## src/rtl/dmareg_pkg.sv

```systemverilog
package dmareg_pkg;

  localparam int NUM_CH = 2;
  localparam int BYTE_W = 8;

  // mode byte layout: requests from REQ_LSB, blocks from BLK_LSB
  localparam int REQ_LSB = 2;
  localparam int BLK_LSB = 4;

  typedef enum logic [1:0] {
    REG_CMD  = 2'd0,
    REG_MODE = 2'd1,
    REG_STAT = 2'd2,
    REG_TIME = 2'd3
  } reg_sel_e;

  // a request passes when it is set and its channel is not blocked
  function automatic logic irq_merge(input logic [NUM_CH-1:0] req,
                                     input logic [NUM_CH-1:0] blk);
    return |(req & ~blk);
  endfunction

  // interrupt flag: a rise sets it, and a written one clears it unless a rise arrives too
  function automatic logic flag_next(input logic flag, input logic rise,
                                     input logic wr, input logic wbit);
    return rise | (flag & ~(wr & wbit));
  endfunction

  function automatic logic [BYTE_W-1:0] stat_pack(input logic [1:0] hi,
                                                  input logic flag,
                                                  input logic busy);
    return {1'b0, hi, 2'b00, flag, 1'b0, busy};
  endfunction

  function automatic logic [BYTE_W-1:0] mode_pack(input logic [NUM_CH-1:0] req,
                                                  input logic [NUM_CH-1:0] blk);
    logic [BYTE_W-1:0] m;
    m = '0;
    m[REQ_LSB +: NUM_CH] = req;
    m[BLK_LSB +: NUM_CH] = blk;
    return m;
  endfunction

endpackage

```

## src/rtl/dmareg_chan.sv

```systemverilog
module dmareg_chan
  import dmareg_pkg::*;
(
  input  logic              clk,
  input  logic              rst_n,
  input  logic              wr_cmd,
  input  logic              wr_stat,
  input  logic              wr_time,
  input  logic [BYTE_W-1:0] wdata,
  input  logic              irq_in,
  input  logic              busy_in,
  output logic [BYTE_W-1:0] cmd_byte,
  output logic [BYTE_W-1:0] stat_byte,
  output logic [BYTE_W-1:0] time_byte,
  output logic              irq_flag,
  output logic              go_pulse
);

  logic       start_q, dir_q, flag_q, req_q, go_q;
  logic [1:0] hi_q;
  logic [BYTE_W-1:0] time_q;

  // named events
  logic irq_rise;
  logic go_evt;
  assign irq_rise = irq_in & ~req_q;
  assign go_evt   = wr_cmd & wdata[0] & ~start_q;

  always_ff @(posedge clk or negedge rst_n) begin
    if (!rst_n) begin
      start_q <= 1'b0;
      dir_q   <= 1'b0;
      go_q    <= 1'b0;
    end else begin
      go_q <= go_evt;
      if (wr_cmd) begin
        start_q <= wdata[0];
        dir_q   <= wdata[3];
      end
    end
  end

  always_ff @(posedge clk or negedge rst_n) begin
    if (!rst_n) begin
      hi_q   <= 2'b00;
      flag_q <= 1'b0;
      req_q  <= 1'b0;
      time_q <= '0;
    end else begin
      req_q  <= irq_in;
      flag_q <= flag_next(flag_q, irq_rise, wr_stat, wdata[2]);
      if (wr_stat) hi_q   <= wdata[6:5];
      if (wr_time) time_q <= wdata;
    end
  end

  assign cmd_byte  = {4'b0000, dir_q, 2'b00, start_q};
  assign stat_byte = stat_pack(hi_q, flag_q, busy_in);
  assign time_byte = time_q;
  assign irq_flag  = req_q;
  assign go_pulse  = go_q;

  // the strobe never lasts two cycles
  p_go_single_r5: assert property (@(posedge clk) disable iff (!rst_n)
    go_pulse |=> !go_pulse);
  // a strobe is always followed by a stored start bit
  p_go_start_r5: assert property (@(posedge clk) disable iff (!rst_n)
    go_pulse |-> cmd_byte[0]);
  // the stored request follows the input one edge later
  p_req_high_r7: assert property (@(posedge clk) disable iff (!rst_n)
    irq_in |=> irq_flag);
  p_req_low_r7: assert property (@(posedge clk) disable iff (!rst_n)
    !irq_in |=> !irq_flag);
  // a rise always leaves the status flag set
  p_rise_sets_r10: assert property (@(posedge clk) disable iff (!rst_n)
    irq_rise |=> stat_byte[2]);

endmodule

```

## src/rtl/dmareg_mode.sv

```systemverilog
module dmareg_mode
  import dmareg_pkg::*;
(
  input  logic              clk,
  input  logic              rst_n,
  input  logic              wr_mode,
  input  logic [NUM_CH-1:0] wblk,
  input  logic [NUM_CH-1:0] req,
  output logic [BYTE_W-1:0] mode_byte,
  output logic              host_irq
);

  logic [NUM_CH-1:0] blk_q;

  always_ff @(posedge clk or negedge rst_n) begin
    if (!rst_n)       blk_q <= '0;
    else if (wr_mode) blk_q <= wblk;
  end

  assign mode_byte = mode_pack(req, blk_q);
  assign host_irq  = irq_merge(req, blk_q);

  // with every channel blocked the host line stays low
  p_all_blocked_r8: assert property (@(posedge clk) disable iff (!rst_n)
    (&blk_q) |-> !host_irq);
  // the host line is only high when some request is stored
  p_irq_needs_req_r8: assert property (@(posedge clk) disable iff (!rst_n)
    host_irq |-> (|req));
  // a mode write stores exactly the written block bits
  p_mode_write_r6: assert property (@(posedge clk) disable iff (!rst_n)
    wr_mode |=> (mode_byte[BLK_LSB +: NUM_CH] == $past(wblk)));

endmodule

```

## src/rtl/dmareg_bank.sv

```systemverilog
module dmareg_bank
  import dmareg_pkg::*;
#(
  parameter int ADDR_W = 4,
  parameter int DATA_W = 32
) (
  input  logic              clk,
  input  logic              rst_n,
  input  logic              acc_valid,
  input  logic              acc_write,
  input  logic [ADDR_W-1:0] acc_addr,
  input  logic [1:0]        acc_size,
  input  logic [DATA_W-1:0] acc_wdata,
  output logic [DATA_W-1:0] acc_rdata,
  input  logic [NUM_CH-1:0] chan_irq,
  input  logic [NUM_CH-1:0] chan_busy,
  output logic              host_irq,
  output logic [NUM_CH-1:0] dma_go
);

  localparam int CH_BIT  = 3;   // 8-byte slot per channel
  localparam int WIN_BIT = 2;   // upper half of a slot is the descriptor port

  // all ones over the access width
  function automatic logic [DATA_W-1:0] fill_ones(input logic [1:0] sz);
    int nbits;
    logic [DATA_W-1:0] v;
    nbits = (sz == 2'd0) ? 8 : (sz == 2'd1) ? 16 : 32;
    for (int i = 0; i < DATA_W; i++) v[i] = (i < nbits);
    return v;
  endfunction

  logic     byte_acc, in_bank, wr_hit, ch_sel;
  reg_sel_e sel;
  logic [BYTE_W-1:0] wbyte;

  assign byte_acc = (acc_size == 2'd0);
  assign in_bank  = ~acc_addr[WIN_BIT];
  assign sel      = reg_sel_e'(acc_addr[1:0]);
  assign ch_sel   = acc_addr[CH_BIT];
  assign wbyte    = acc_wdata[BYTE_W-1:0];
  assign wr_hit   = acc_valid & acc_write & byte_acc & in_bank;

  logic unused_hi;
  assign unused_hi = ^acc_wdata[DATA_W-1:BYTE_W];

  logic [NUM_CH-1:0][BYTE_W-1:0] cmd_b, stat_b, time_b;
  logic [NUM_CH-1:0]             req;
  logic [BYTE_W-1:0]             mode_b;
  logic                          wr_mode;

  assign wr_mode = wr_hit & (sel == REG_MODE);

  for (genvar c = 0; c < NUM_CH; c++) begin : g_ch
    logic mine;
    assign mine = (ch_sel == 1'(c));
    dmareg_chan u_chan (
      .clk      (clk),
      .rst_n    (rst_n),
      .wr_cmd   (wr_hit & mine & (sel == REG_CMD)),
      .wr_stat  (wr_hit & mine & (sel == REG_STAT)),
      .wr_time  (wr_hit & mine & (sel == REG_TIME)),
      .wdata    (wbyte),
      .irq_in   (chan_irq[c]),
      .busy_in  (chan_busy[c]),
      .cmd_byte (cmd_b[c]),
      .stat_byte(stat_b[c]),
      .time_byte(time_b[c]),
      .irq_flag (req[c]),
      .go_pulse (dma_go[c])
    );
  end

  dmareg_mode u_mode (
    .clk      (clk),
    .rst_n    (rst_n),
    .wr_mode  (wr_mode),
    .wblk     (wbyte[BLK_LSB +: NUM_CH]),
    .req      (req),
    .mode_byte(mode_b),
    .host_irq (host_irq)
  );

  always_comb begin
    acc_rdata = fill_ones(acc_size);
    if (byte_acc && in_bank) begin
      acc_rdata = '0;
      unique case (sel)
        REG_CMD:  acc_rdata[BYTE_W-1:0] = cmd_b[ch_sel];
        REG_MODE: acc_rdata[BYTE_W-1:0] = mode_b;
        REG_STAT: acc_rdata[BYTE_W-1:0] = stat_b[ch_sel];
        default:  acc_rdata[BYTE_W-1:0] = time_b[ch_sel];
      endcase
    end
  end

  // a wide write leaves every stored byte untouched
  p_wide_write_r2: assert property (@(posedge clk) disable iff (!rst_n)
    (acc_valid && acc_write && acc_size != 2'd0)
      |=> ($stable(time_b) && $stable(cmd_b) && $stable(mode_b[BLK_LSB +: NUM_CH])));
  // a descriptor-port write leaves the bank untouched
  p_desc_write_r3: assert property (@(posedge clk) disable iff (!rst_n)
    (acc_valid && acc_write && acc_addr[WIN_BIT])
      |=> ($stable(time_b) && $stable(cmd_b) && $stable(mode_b[BLK_LSB +: NUM_CH])));
  // a two-byte read always shows all ones in the low half
  p_wide_read_r2: assert property (@(posedge clk) disable iff (!rst_n)
    (acc_size == 2'd1) |-> (acc_rdata[15:0] == 16'hFFFF));

endmodule

```

## config.mk

```make
export PLATFORM = sky130hd
export DESIGN_NAME = dmareg_bank
export DESIGN_NICKNAME = d
export VERILOG_FILES = /design/src/rtl/dmareg_pkg.sv /design/src/rtl/dmareg_chan.sv /design/src/rtl/dmareg_mode.sv /design/src/rtl/dmareg_bank.sv
export SDC_FILE = /design/constraint.sdc
export NUM_CORES = 1
export LEC_CHECK = 0
export BUFFER_PORTS_ARGS = -buffer_cell sky130_fd_sc_hd__buf_2
export CAP_MARGIN = 20
export CELL_PAD_IN_SITES_DETAIL_PLACEMENT = 0
export CELL_PAD_IN_SITES_GLOBAL_PLACEMENT = 1
export CORE_MARGIN = 2
export CORE_UTILIZATION = 40
export CTS_CLUSTER_SIZE = 8
export DETAILED_ROUTE_END_ITERATION = 8
export PLACE_DENSITY_LB_ADDON = 0.3
export SKIP_CTS_REPAIR_TIMING = 1
export SLEW_MARGIN = 5
export SYNTH_ARGS = -nofsm -noshare
export SYNTH_HDL_FRONTEND = slang
export SYNTH_HIERARCHICAL = 1
export SYNTH_SLANG_ARGS = --single-unit
export TNS_END_PERCENT = 10
```

## constraint.sdc

```tcl
create_clock -name clk -period 3.2 [get_ports clk]
set_input_delay 0.32 -clock clk [delete_from_list [all_inputs] [get_ports clk]]
set_output_delay 0.32 -clock clk [all_outputs]
set_load 0.01 [all_outputs]
```

After elaboration in Yosys (flattened, before gate mapping)
Cells that the tools add are included.
- latch bits: 0
- memory bits (read-only): 0
- word-level logic and storage cells: 100
- output and inout port bits: 35
- input port bits: 46
- memories kept: 0
- memory bits (writable): 0
- register bits after elaboration: 32
- magnitude comparators: 33
- equality and inequality tests: 4
- add/sub/neg operators: 0
- multiply operators: 0
- multiplexer cells: 10
- reduce and logical (&&, ||, !) cells: 4
- divide/modulo/power cells: 0
- bitwise gates (word level): 34
- shift-type cells: 0
- operators by type and width (operator ; count):
    5-bit by 6-bit < comparator with 1-bit output (first input constant) ; 16
    4-bit by 6-bit < comparator with 1-bit output (first input constant) ; 8
    32-bit 2-to-1 mux ; 1
    8-bit 2-to-1 mux ; 4
    3-bit by 6-bit < comparator with 1-bit output (first input constant) ; 4
    8-bit one-hot mux with 3 select lines ; 1
    1-bit bitwise AND ; 22
    1-bit by 6-bit < comparator with 1-bit output (first input constant) ; 2
    2-bit by 6-bit < comparator with 1-bit output (first input constant) ; 2
    6-bit 2-to-1 mux ; 2
    1-bit NOT ; 8
    7-bit 2-to-1 mux ; 1
    2-bit by 1-bit == test with 1-bit output (second input constant) ; 2
    2-bit == test (second input constant) ; 2
    2-bit zero test ; 2
    4-bit 2-to-1 mux ; 1
    2-bit bitwise AND ; 1
    1-bit by 2-bit < comparator with 1-bit output (second input constant) ; 1
    2-bit NOT ; 1
    1-bit bitwise OR ; 2
    2-bit OR reduction ; 1
    1-bit logical AND ; 1

Longest topological paths before layout
Gate-level depths: netlist of the first run.
- word-level depth: 9
- gate-level depth with buffers: 6

Modules after synthesis
Netlist of the first run, hierarchy kept.
- by module, submodules not included (module ; instances ; seq. area each (um2) ; cells an instance ; area an instance (um2)):
    dmareg_chan ; 2 ; 375.4 ; 49 ; 681.9
    dmareg_bank ; 1 ; 0.0 ; 94 ; 720.7
    dmareg_mode ; 1 ; 50.0 ; 14 ; 135.1

Worst setup path after synthesis of the first run
No wires, ideal clock.
- path kind: input port to output port
- start: input port acc_addr[3]
- end: output port acc_rdata[3]
- buffers on the path: 2
- arrival time: 1.317 ns
- slack: 1.563 ns
- stages: 5
- data required time: 2.880 ns
- cells stage by stage: buf_6 buf_2 mux2i_1 nor2_1 a2111o_1
- word-level cells in the longest chain between the ends: 4
- elaborated cells between the ends (all ways): 6
- those cells by class: 6 x mux
- ends and longest elaborated chain (what ; line ; text):
    start: declaration ; dmareg_bank.sv:11 ; input logic [ADDR_W-1:0] acc_addr,
    8-bit 2-to-1 mux (implied by the code) / 4-bit 2-to-1 mux (equally long branches) ; dmareg_bank.sv:92, dmareg_bank.sv:89 ;
    8-bit 2-to-1 mux (on tied branches) ; dmareg_bank.sv:92, dmareg_bank.sv:89 ;
    8-bit one-hot mux with 3 select lines * ; dmareg_bank.sv:88 ; unique case (sel)
    32-bit 2-to-1 mux * ; dmareg_bank.sv:86 ; if (byte_acc && in_bank) begin
    end: declaration ; dmareg_bank.sv:14 ; output logic [DATA_W-1:0] acc_rdata,
Mark *: on every way between the ends. The rest lies on a longest branch, timed or not. The select of a mux whose other input is x is not followed.

Worst setup path in the final report of the first run
- start: input port acc_addr[3]
- end: output port acc_rdata[5]
- word-level cells in the longest chain between the ends: 4
- elaborated cells between the ends (all ways): 6
- those cells by class: 6 x mux
- ends and longest elaborated chain (what ; line):
    8-bit 2-to-1 mux (implied by the code) / 7-bit 2-to-1 mux (equally long branches) ; dmareg_bank.sv:92, dmareg_bank.sv:91
    8-bit 2-to-1 mux (on tied branches) ; dmareg_bank.sv:92, dmareg_bank.sv:91
    8-bit one-hot mux with 3 select lines * ; dmareg_bank.sv:88
    32-bit 2-to-1 mux * ; dmareg_bank.sv:86
Marked as above.

==> results of run 1 <==
final cells by class:
cell class	instances	area, µm²
fillers	527	3122
multi-input cells	123	974.7
flip-flops and latches	32	800.8
repair buffers	59	302.8
clock buffers	7	96.34
well taps	72	90.09
clock inverters	1	30.03
inverters	6	22.52
synth_stat cells:
cell type,count
buf_4,56
dfrtp_1,32
mux2i_1,24
mux2_4,16
nor2_1,13
o22ai_1,9
a2111o_1,8
mux2_2,8
inv_1,6
nand2_1,4
nor3_1,4
buf_2,3
buf_6,3
conb_1,3
a22o_1,2
clkbuf_1,2
o21ai_0,2
or2_2,2
buf_1,1
buf_12,1
nand2_2,1
nand2b_1,1
nand3_1,1
nand4_1,1
nor2b_1,1
nor3b_1,1
or3_1,1
report_power, final:
part	switching, W	internal, W	total, W
Clock	0.000154	0.000275	0.000429
Sequential	0.0000190	0.000435	0.000454
Combinational	0.0000803	0.0000783	0.000159
Total	0.000254	0.000788	0.00104
through the flow:
stage	setup slack [ps]	hold WS, ps	total power [W]	instances	utilization (%)
after floorplan	1563	24.41	0.0006143	227	-
after global placement	929.1	411.9	0.0006201	292	40.28
after detailed placement	954.3	428.5	0.0006224	292	40.28
after CTS	950.6	115.3	0.001058	300	42.60
after global routing	855.4	140.1	0.001093	300	42.60
final	979.0	86.60	0.001042	300	42.60
cell families after synthesis:
kind of cell,share of synthesized area (%)
other,0.5073
flip-flops,36.08
AO/OA/AOI/OAI,7.836
buffers and inverters,23.56
multiplexers,25.70
AND/OR/NAND/NOR,6.314
flip-flops by register name, summed over array words and instances, names as in the netlist:
signal                 count
g_ch.u_chan/dir_q          2
u_mode/blk_q               2
g_ch.u_chan/go_pulse       2
g_ch.u_chan/hi_q           4
g_ch.u_chan/irq_flag       2
g_ch.u_chan/start_q        2
g_ch.u_chan/time_byte     16
g_ch.u_chan/flag_q         2
routing by layer:
layer  vias up  track usage, %
met5         -               0
met4         0           4.386
met3         5           3.103
met2        33           20.09
met1       626           19.23
li1        675               -
worst paths after layout:
kind | end | slack (ps) | cells after the start
max in group asynchronous | g_ch[0].u_chan/time_byte[2] | 2640 | 1
worst max-delay path | acc_rdata[5] | 980 | 5
worst min register to register | g_ch[0].u_chan/go_pulse | 450 | 1
min in group clk | g_ch[0].u_chan/irq_flag | 160 | 1
worst max register to register | g_ch[1].u_chan/flag_q | 2390 | 2
worst min-delay path | g_ch[0].u_chan/time_byte[5] | 90 | 1
==> out/results.txt, run 1 <==
Status = finished clean
Worst hold path type = input port to asynchronous set/reset pin
Clock buffer depth = 2
Unrepaired setup endpoints after global routing = false
DR vias = 1,339
Vias in the first global route = 1,273
FF+latch count, synth = 32
Initial antenna violation count = 0
Post-DP HPWL = 2861 µm
Final RePlAce weighted congestion = 0.6932
Distinct cells, synth = 27
Required time worst endpoint = 2880 ps
Global-route wire length before repair = 6451 µm
Vias per cell = 4.463
Die W = 78.49 µm
CTS sink cnt = 32
Skew-Pair Late Insertion Delay = 280 ps
Synth area leaders = dfrtp_1 (36%), buf_4 (19%), mux2i_1 (11%)
Max stage delay on crit path = 620 ps
Commonest non-fill, non-tap cells in the layout = buf_2 (56), dfrtp_1 (32), mux2i_1 (24), conb_1 (24), mux2_4 (16)
Root buffer cell = clkbuf_8
Critical path's top delay family = buffers and inverters
F_max = 450.2 MHz
I/O pin count = 81
TritonCTS Buffers = 5
Post-route cell area = 2317 µm²
Max IR drop VDD = 0.0002454 V
Tightest Pin Transition = 814.2 ps
Nets@finish = 273
Drt pass-1 iters = 4
Slowest cell on crit path = buf_2
H-tree Lvls = 2
WL met1 = 2038 µm
Final slew viol count = 0
Syn Inst Count = 206
Synthesized area per cell = 10.77 µm²
CP Launch Type = input port
Iter 0 DRT Violations = 47
Clock skew after layout = 0.5351 ps
Final setup vio count = 0
Critical path class = input port to output pin
Leading area contributor after synthesis = dfrtp_1
Initial Util = 40.81%
Commonest non-fill, non-tap cell in the layout = buf_2
Ys Warns = 6
Met3 WL post-DR = 190 µm
Global route total overflow = 0
Setup TNS = 0 ps
Clock transition at path regs = 70 ps
Tcrit/Tclk final = 69.41%
CP Capture Type = output pin
Post-route ant nets = 0
Ant diodes = 0
Crit-path most repeated cell = buf_2
Num rows = 27
Pwr Density = 449.7 nW/µm²
Die area = 6161 µm²
IO buf count = 56
# DRC = 0
Routed len/inst = 13.51 µm
Area growth syn-to-layout = 4.397%
Synth top area share = 36.08%
Mapped Area = 2220 µm²
Top routing layer used = met4
Static Leak = 1.173 nW
TritonCTS clock tree = done
Max Cap Violations = 0
Met2 wire len = 1784 µm
CP Buf/Inv Count = 2
Placed instance area = 2191 µm²
Pin count of the biggest net entering global routing = 33
Seq/Total Area, Yosys = 36.08%
WP data arrival = 1900 ps
Worst-path maximum fanout = 28
Relative slew slack = 45.72%
Crit-path cells = buf_2 > mux2i_1 > o22ai_1 > a2111o_1 > buf_2
Final WL = 4054 µm
Hold Fails Final Rpt = 0
Core Area = 5439 µm²
Crit path launch = acc_addr[3]
Reg2Reg Launch Point = g_ch[1].u_chan/irq_flag
Die height = 78.49 µm
Layout cells sized above 1 = 41.23%
Min cycle time layout = 2221 ps
GR Util All Layers = 13.45%
Note: power is estimated with default switching activity, not from simulation.
==> run 2: changes to the inputs <==
--- a/config.mk
+++ b/config.mk
@@ -10,7 +10,7 @@
 export CELL_PAD_IN_SITES_DETAIL_PLACEMENT = 0
 export CELL_PAD_IN_SITES_GLOBAL_PLACEMENT = 1
 export CORE_MARGIN = 2
-export CORE_UTILIZATION = 40
+export CORE_UTILIZATION = 38
 export CTS_CLUSTER_SIZE = 8
 export DETAILED_ROUTE_END_ITERATION = 8
 export PLACE_DENSITY_LB_ADDON = 0.3
==> constraint.sdc (replaced) <==
create_clock -name clk -period 2.2 [get_ports clk]
set_input_delay 0.22 -clock clk [delete_from_list [all_inputs] [get_ports clk]]
set_output_delay 0.22 -clock clk [all_outputs]
set_load 0.01 [all_outputs]
==> run 2 against run 1 <==
Compared with the run above: clock power rose by 12%; largest cell class unchanged; highest routed layer unchanged; utilization fell by 0.90 points; via count rose by 3.1%; count of clock-buffer cells in the layout did not move; sequential cell count did not move; design area rose by 0.32%; sequential share of layout area fell by 0.11 points; final cell count rose by 1.3%; non-clock buffer count rose by 5; the run now ends with negative hold slack left.
==> out/results.txt, run 2 (synthesis gave the netlist of run 1 again) <==
CP Capture Type = output pin
Post-DP HPWL = 3057 µm (+6.9%)
Worst hold path type = input port to asynchronous set/reset pin
Routed len/inst = 13.91 µm (+2.9%)
Clk pwr share = 34.9% (-6.3 points)
Met2 wire len = 1857 µm (+4.1%)
Clock buffer depth = 2 (unchanged)
Drt pass-1 iters = 4 (unchanged)
GR Util All Layers = 14.71% (+1.3 points)
WHS = -15.74 ps (-102.3 ps)
Root buffer cell = clkbuf_8
Combinational Power Share = 17.2% (+2.0 points)
Reg2Reg Launch Point = g_ch[1].u_chan/irq_flag
Core Area = 5574 µm² (+2.5%)
Fillers = 570 (+8.2%)
Final slew viol count = 0 (unchanged)
Status = finished with violations
Tightest Pin Transition = 704.9 ps (-109.3 ps)
Pwr Density = 593.7 nW/µm² (+32%)
TritonCTS clock tree = done
Switch share = 25.45% (+1.1 points)
Top routing layer used = met4
Reg2Reg Capture Point = g_ch[1].u_chan/flag_q
I/O pin count = 81 (unchanged)
Commonest non-fill, non-tap cells in the layout = buf_2 (56), dfrtp_1 (32), mux2i_1 (24), conb_1 (24), mux2_4 (16)
F_max = 524.4 MHz
Initial antenna violation count = 0 (unchanged)
Vias in the first global route = 1,305 (+2.5%)
Commonest non-fill, non-tap cell in the layout = buf_2
Hold Fails Final Rpt = 27 (+27)
Die W = 80.43 µm (+2.5%)
Register area = 800.8 µm² (unchanged)
Global-route wire length before repair = 7003 µm (+8.6%)
DR vias = 1,380 (+3.1%)
WP data arrival = 1690 ps (-210 ps)
TritonCTS Buffers = 5 (unchanged)
Area growth syn-to-layout = 4.735%
Static Leak = 1.185 nW (+1.0%)
Met3 WL post-DR = 228 µm (+20%)
Ant diodes = 0 (unchanged)
Max reg flops = 16 (unchanged)
P_int = 0.001029 W (+30%)
Clock transition at path regs = 70 ps (about the same)
Final RePlAce weighted congestion = 0.6935 (about the same)
Nets@finish = 278 (+1.8%)
Max IR drop VDD = 0.0003833 V (+56%)
CP Launch Type = input port
Critical path class = input port to output pin
H-tree Lvls = 2 (unchanged)
Net switching power = 0.0003513 W (+38%)
Die area = 6468 µm² (+5.0%)
CTS sink cnt = 32 (unchanged)
Initial Util = 39.82% (-0.99 points)
Multi-input logic area = 974.7 µm² (unchanged)
WL met1 = 2087 µm (+2.4%)
Post-route ant nets = 0 (unchanged)
IO buf count = 56 (unchanged)
Seq pwr share = 47.9% (+4.3 points)
Skew-Pair Late Insertion Delay = 280 ps (about the same)
Required time worst endpoint = 1980 ps (-900 ps)
Clock skew after layout = 0.7259 ps (+0.1908 ps)
Num rows = 27 (unchanged)
Relative slew slack = 53.01% (+7.3 points)
Final setup vio count = 0 (unchanged)
Pin count of the biggest net entering global routing = 33 (unchanged)
Setup TNS = 0 ps (unchanged)
Crit path launch = acc_addr[3]
# DRC = 0 (unchanged)
Failing checks = negative hold slack
Final WL = 4228 µm (+4.3%)
Worst-path maximum fanout = 23 (-18%)
Iter 0 DRT Violations = 101 (+110%)
Unrepaired setup endpoints after global routing = false
Layout cells sized above 1 = 42.24% (+1.0 points)
Vias per cell = 4.539 (+1.7%)
Setup slack, reg-to-reg = 1420 ps (-970 ps)
Max Cap Violations = 0 (unchanged)
Min cycle time layout = 1907 ps
Reg2Reg Depth = 2 (unchanged)
Tcrit/Tclk final = 86.69%
Global route total overflow = 0 (unchanged)
Die height = 80.43 µm (+2.5%)
## run 2: cell types whose count changed in the layout (fill, tap and decap cells not counted), sizes merged
| cell | before | now |
|---|---|---|
| bufinv | 1 | 0 |
| buf | 59 | 64 |
## run 2: cell type report
cell class	count	area share, %
inverters	6	0.9688
multi-input cells	123	41.93
repair buffers	64	14.64
well taps	72	3.875
clock buffers	7	4.144
flip-flops and latches	32	34.45
## run 2: through the flow
stage,cell area (µm²),total power [W],util [%],worst slack [ps],std cells
finish,2325,0.001380,41.71,292.9,304
global route,2325,0.001467,41.71,133.4,304
CTS,2325,0.001405,41.71,251.0,304
detailed placement,2228,0.0009106,39.98,242.5,297
global placement,2228,0.0009069,39.98,253.3,297
floorplan,2298,0.0008936,-,748.3,227
## run 2: routing by layer
layer / track usage (%) / up-vias
met4: 5.254 / 0
met3: 4.045 / 5
met5: 0 / -
met1: 20.59 / 647
li1: - / 684
met2: 21.67 / 44
## run 2: how the worst max path moves through the flow
stage,cells past startpoint,slack (ps),end
final,5,290,acc_rdata[5]
after CTS,5,250,acc_rdata[6]
after detailed placement,5,240,acc_rdata[6]
after global placement,5,250,acc_rdata[6]
after floorplan,6,750,g_ch[1].u_chan/time_byte[0]
after global routing,5,130,acc_rdata[5]
## run 2: power by group through the flow
stage	Sequential [W]	Clock [W]	Combinational, W
after floorplan	0.000663	0	0.000230
after detailed placement	0.000671	0	0.000239
after CTS	0.000660	0.000504	0.000240
final	0.000661	0.000482	0.000238
after global placement	0.000670	0	0.000237
after global routing	0.000666	0.000535	0.000266
## run 2: worst max-delay path, stage by stage
cell and delay, ps:
buf_2 520, mux2i_1 270, o22ai_1 100, a2111o_1 420, buf_2 150
